## src/rtl/tmr_presc_ctl.sv

```systemverilog
module tmr_presc_ctl #(
  parameter int WINDOW = 64
) (
  input  logic       clk,
  input  logic       rst_n,
  input  logic       special_mode,
  input  logic       sel,
  input  logic       rd,
  input  logic       wr,
  input  logic [7:0] wdata,
  input  logic [3:0] flags,
  output logic [7:0] rdata,
  output logic       tick,
  output logic       irq
);
  localparam int CW = $clog2(WINDOW + 1);

  logic [3:0]    en_q;
  logic [1:0]    psel_q;
  logic          lock_q;
  logic [CW-1:0] win_cnt;
  logic [3:0]    div_cnt;
  logic [3:0]    div_last;

  wire wr_hit  = sel && wr;
  wire win_on  = (win_cnt < CW'(WINDOW));
  wire psel_ok = wr_hit && (special_mode || (!lock_q && win_on));
  wire restart = psel_ok && (wdata[1:0] != psel_q);

  always_comb begin
    case (psel_q)
      2'b00:   div_last = 4'd0;
      2'b01:   div_last = 4'd3;
      2'b10:   div_last = 4'd7;
      default: div_last = 4'd15;
    endcase
  end

  always_ff @(posedge clk) begin
    if (!rst_n) begin
      en_q    <= '0;
      psel_q  <= '0;
      lock_q  <= 1'b0;
      win_cnt <= '0;
    end else begin
      if (win_on) win_cnt <= win_cnt + 1'b1;
      if (wr_hit) en_q <= wdata[7:4];
      if (psel_ok) begin
        psel_q <= wdata[1:0];
        lock_q <= 1'b1;
      end
    end
  end

  always_ff @(posedge clk) begin
    if (!rst_n || restart || tick) div_cnt <= '0;
    else                           div_cnt <= div_cnt + 1'b1;
  end

  assign tick  = (div_cnt == div_last);
  assign irq   = |(flags & en_q);
  assign rdata = (sel && rd) ? {en_q, 2'b00, psel_q} : 8'h00;
endmodule

```

## config.mk

```make
export PLATFORM = sky130hd
export DESIGN_NAME = tmr_presc_ctl
export DESIGN_NICKNAME = d
export VERILOG_FILES = /design/src/rtl/tmr_presc_ctl.sv
export SDC_FILE = /design/constraint.sdc
export NUM_CORES = 1
export LEC_CHECK = 0
export CORE_MARGIN = 2
export CORE_UTILIZATION = 47
export DETAILED_ROUTE_END_ITERATION = 8
export PLACE_DENSITY = 0.89
export SLEW_MARGIN = 20
export SYNTH_ARGS = -nofsm -noshare
export SYNTH_HDL_FRONTEND = slang
export SYNTH_SLANG_ARGS = --single-unit
```

## constraint.sdc

```tcl
create_clock -name clk -period 2.3 [get_ports clk]
set_input_delay 0.345 -clock clk [delete_from_list [all_inputs] [get_ports clk]]
set_output_delay 0.345 -clock clk [all_outputs]
set_load 0.02 [all_outputs]
```

Yosys cells after proc, flatten, opt, wreduce, memory -nomap -nowiden
Cells that the tools add are included.
{ "op_classes": {"n_addsub": 2, "order_cmp": 1, "eq_ne": 4, "n_mux": 2, "bitwise": 1, "n_reduce_logical": 12} }
{ "op_table": {"columns": ["op", "n"], "rows": [
  ["$pmux W4 S3", 1],
  ["$mux W8", 1],
  ["$add A7 B1 Y7 const B", 1],
  ["$lt A7 B7 Y1 const B", 1],
  ["$logic_and A1 B1 Y1", 5],
  ["$add A4 B1 Y4 const B", 1],
  ["$and A4 B4 Y4", 1],
  ["$eq A4 B4 Y1", 1],
  ["$reduce_or A4 Y1", 1],
  ["$logic_or A1 B1 Y1", 3],
  ["$eq A2 B1 Y1 const B", 1],
  ["$eq A2 B2 Y1 const B", 1],
  ["$logic_not A1 Y1", 2],
  ["$logic_not A2 Y1", 1],
  ["$ne A2 B2 Y1", 1]
]} }
{ "totals": {"ff_bits": 18, "inputBits": 18, "out_inout_bits": 10, "word_cells": 27} }

Longest topological paths before layout
{ "logic_depth": {"ltp_word": 7, "depth_mapped": 4, "ltp_nobuf": 4} }

Least setup slack after synthesis
Ideal clock, no wire load.
{ "synth_path": {"path_kind": "reg2out", "from": "reg psel_q[1]", "to": "out tick", "t_arrival_ns": 1.199, "t_required_ns": 1.955, "slack_ns": 0.756, "path_stages_with_launch": 4, "n_path_buf": 0, "cell_sequence": "dfxtp_1 or3_4 nor4_2 or2_1"} }
{ "synth_via": {"elab_chain_cells": 3, "elab_cells_between_ends": 5, "classes_between": "eq/ne (3); mux (1); reduce/logical (1)"} }
{ "synth_rtl": {"columns": ["item", "line", "text"], "rows": [
  ["start: declaration", "19", "logic [1:0] psel_q;"],
  ["start signal: assignment", "49", "psel_q <= wdata[1:0];"],
  ["$eq A2 B2 Y1, or another cell as far along", "31", "case (psel_q)"],
  ["$pmux W4 S3 (*)", "31", null],
  ["$eq A4 B4 Y1 (*)", "60", "assign tick = (div_cnt == div_last);"],
  ["end: declaration", "13", "output logic tick,"]
]} }
Every way passes the cells marked *; elsewhere a longest branch is shown, timed or not.

Final worst setup path
{ "layout_path": {"from": "in sel", "to": "out rdata[5]"} }
{ "layout_via": {"elab_chain_cells": 2} }
{ "layout_rtl": {"columns": ["item", "line", "text"], "rows": [
  ["start: declaration", "7", "input logic sel,"],
  ["$logic_and A1 B1 Y1", "62", "assign rdata = (sel && rd) ? {en_q, 2'b00, psel_q} : 8'h00;"],
  ["$mux W8", "62", null],
  ["end: declaration", "12", "output logic [7:0] rdata,"]
]} }
No other way between the ends.

==> results_dict.tcl <==
set metrics [dict create \
    status "complete, no violations" \
    drc 0 \
    crit_slowest_cell "clkdlybuf4s50_1" \
    wl_met1_um 786 \
    wl_met2_um 986 \
    grtUsageTotal_pct 19.10 \
    netlist.area_leader.share_pct 40.56 \
    ys_seq_elements 18 \
    worstSetupStartpointType "primary input" \
    drt_iter0_markers 8 \
    die_width_um 47.48 \
    hp-class "flop to flop" \
    core_um2 1745 \
    wl_um 1949 \
    insertion_delay_ns 0.29 \
    cp.required_ns 1.96 \
    cp_top_family "buffers and inverters" \
    timing.fmax_mhz 469.0 \
    io_pins 28 \
    fin_crit_sh_pct 92.71 \
    yosys-top-cells-count "18 x dfxtp_1, 9 x nand2_1, 7 x a21oi_1, 7 x nor2_1" \
    die_h_um 47.48 \
    crit_buf_inv 2 \
    r2r_cells 3 \
    antennaDiodeCount 0 \
    grt_pass1_vias 781 \
    ir_drop_mv 0.4677 \
    final_nets 144 \
    setup_viol 0 \
    layout.cells.non_filler 148 \
    r2r_start "psel_q[0]" \
    endpoint "rdata[5]" \
    end_kind "output pin" \
    finalPower_uw 641.5 \
    cts_buffers 3 \
    cts_max_level 1 \
    wl_met3_um 119 \
    synthArstFlopShare_pct 0 \
    wire_per_inst_um 13.17 \
    crit_path_max_fanout 9 \
    root_buffer "clkbuf_4" \
    top_layer "met4" \
    crit_cells 3 \
    yosysTopAreaCell "dfxtp_1" \
    dp_slack_ns 0.1854 \
    fin_ws_ns 0.1677 \
    syn_area_per_cell_um2 8.973 \
    synth_seq_area_share_pct 40.56 \
    synth_cell_type_count 32 \
    antenna_found_initial 0 \
    clkSlewWorstSetupHoldPaths_ns 0.10 \
    arrival_ns 1.79 \
    synthFlopType "dfxtp_1" \
    clkSinkCount 18 \
    synth_area_um2 888.4 \
    critical-path-max-stage-delay_ns 0.62 \
    start_util_pct 50.90 \
    drtPass1Iterations 4 \
    vias 802 \
    drtAntennaViolNets 0 \
    grt_max_degree 17 \
    holdBufCountCts 0 \
    p_leak_nw 0.4959 \
    syn_inst 99 \
    place.gp.congestion 0.7247 \
    synth_edf_count 0 \
    rrSetupSlack_ns 1.00 \
    setup_tns_ns 0 \
    die_area_um2 2254 \
    r2r_end "div_cnt[2]" \
    period_minus_slack_ns 2.132 \
    place_inst 144 \
    maxCapViolations 0 \
    port-buffer-count 23 \
    timing.final.max_slew_violations 0 \
    synth_most_common_cell "dfxtp_1" \
    crit_start "sel" \
    dp_hpwl_um 1508 \
    syn2layout_area_growth_pct 31.83 \
    rsz0062_at_grt "no" \
    grt_remaining_overflow 0 \
    cp_common_cell "clkdlybuf4s50_1" \
    hold_violations 0 \
    cts_tree "built" \
    viasPerCell 5.419 \
    powerDensity_nw_per_um2 547.8 \
    hold_depth 2 \
    path_cells "clkdlybuf4s50_1 -> and3_1 -> clkdlybuf4s50_1" \
    crit_type "primary input to output pin" \
    grt_first_pass_wirelength_um 3063 \
    yosysWarnings 0 \
    skew_ns 0.0005080 \
    fp-row-count 15 \
    drive_gt1_share_pct 10.57 \
    ys_top_cells_by_area "dfxtp_1 41%, xor2_1 5.9%, and3_1 4.2%" \
    cts.path.max_buffers 2 \
]
[through the flow]
stage          hold WS [ns]  utilization, %  area [µm²]
5_1_grt              0.5274           67.10        1171
6_report             0.4977           67.10        1171
2_1_floorplan        0.4446               -       892.1
4_1_cts              0.4968           67.10        1171
3_5_place_dp         0.4830           65.09        1136
3_3_place_gp         0.4586           65.09        1136
[how the worst min path moves through the flow]
stage / startpoint / slack, ns / endpoint
3_5_place_dp: en_q[2] / 0.48 / en_q[2]
2_1_floorplan: en_q[1] / 0.44 / en_q[1]
4_1_cts: en_q[2] / 0.50 / en_q[2]
6_report: en_q[2] / 0.50 / en_q[2]
5_1_grt: en_q[1] / 0.53 / en_q[1]
3_3_place_gp: en_q[1] / 0.46 / en_q[1]
[state kept, by name, summed over array words and instances, names as in the netlist]
name	cells
win_cnt	7
psel_q	2
en_q	4
div_cnt	4
lock_q	1
[logic make-up (layout without fill, tap and decap cells)]
kind of cell	after synthesis	in the layout	synth area share, %
mux	1	1	1.127
simple gates	43	43	28.59
buf+inv	7	30	4.084
other cells	1	2	0.4221
fa+ha+maj	2	2	2.816
flops	18	18	40.56
compound gates	18	18	13.52
xor+xnor	9	9	8.874
[metal layers]
| metal | vias up | global-route usage, % |
|---|---|---|
| met5 | - | 0 |
| met4 | 0 | 12.22 |
| met3 | 7 | 3.396 |
| met2 | 28 | 34.86 |
| met1 | 365 | 19.86 |
| li1 | 402 | - |
[cell type report]
cell class                 count  area, µm²
tap                           25      31.28
multi-input combinational     75      495.5
inverter                       1      3.754
fill                         157      574.3
sequential                    18      360.3
clock buffer                   4      36.28
timing repair buffer          25      244.0
[power by group]
part / total, mW / internal [mW] / switching (mW)
Sequential: 0.340 / 0.324 / 0.0161
Clock: 0.192 / 0.0965 / 0.0959
Combinational: 0.109 / 0.0581 / 0.0505
[layout by cell type, fill, tap and decap left out, drive strengths merged, types with 2 or more instances in the layout]
cell / instances
clkdlybuf4s50: 22
dfxtp: 18
nand2: 9
a21oi: 7
nor2: 7
and3: 7
nand3: 6
xor2: 6
nor4: 5
clkbuf: 4
nand4: 3
o21ai: 3
xnor2: 3
a22oi: 2
a31oi: 2
ha: 2
conb: 2
buf: 2
or3: 2
nand4b: 2
[tightest hold or removal path, stage by stage (launching register included)]
cell,delay (ns)
dfxtp_1,0.34
nand2_1,0.06
a21oi_1,0.06
[repair_timing]
| item | in CTS | in global routing |
|---|---|---|
| endpoints found under the setup margin | 1 | 0 |
| resized for setup | 1 | 0 |
| buffers inserted | 0 | 0 |
(Power assumes the default switching activity.)
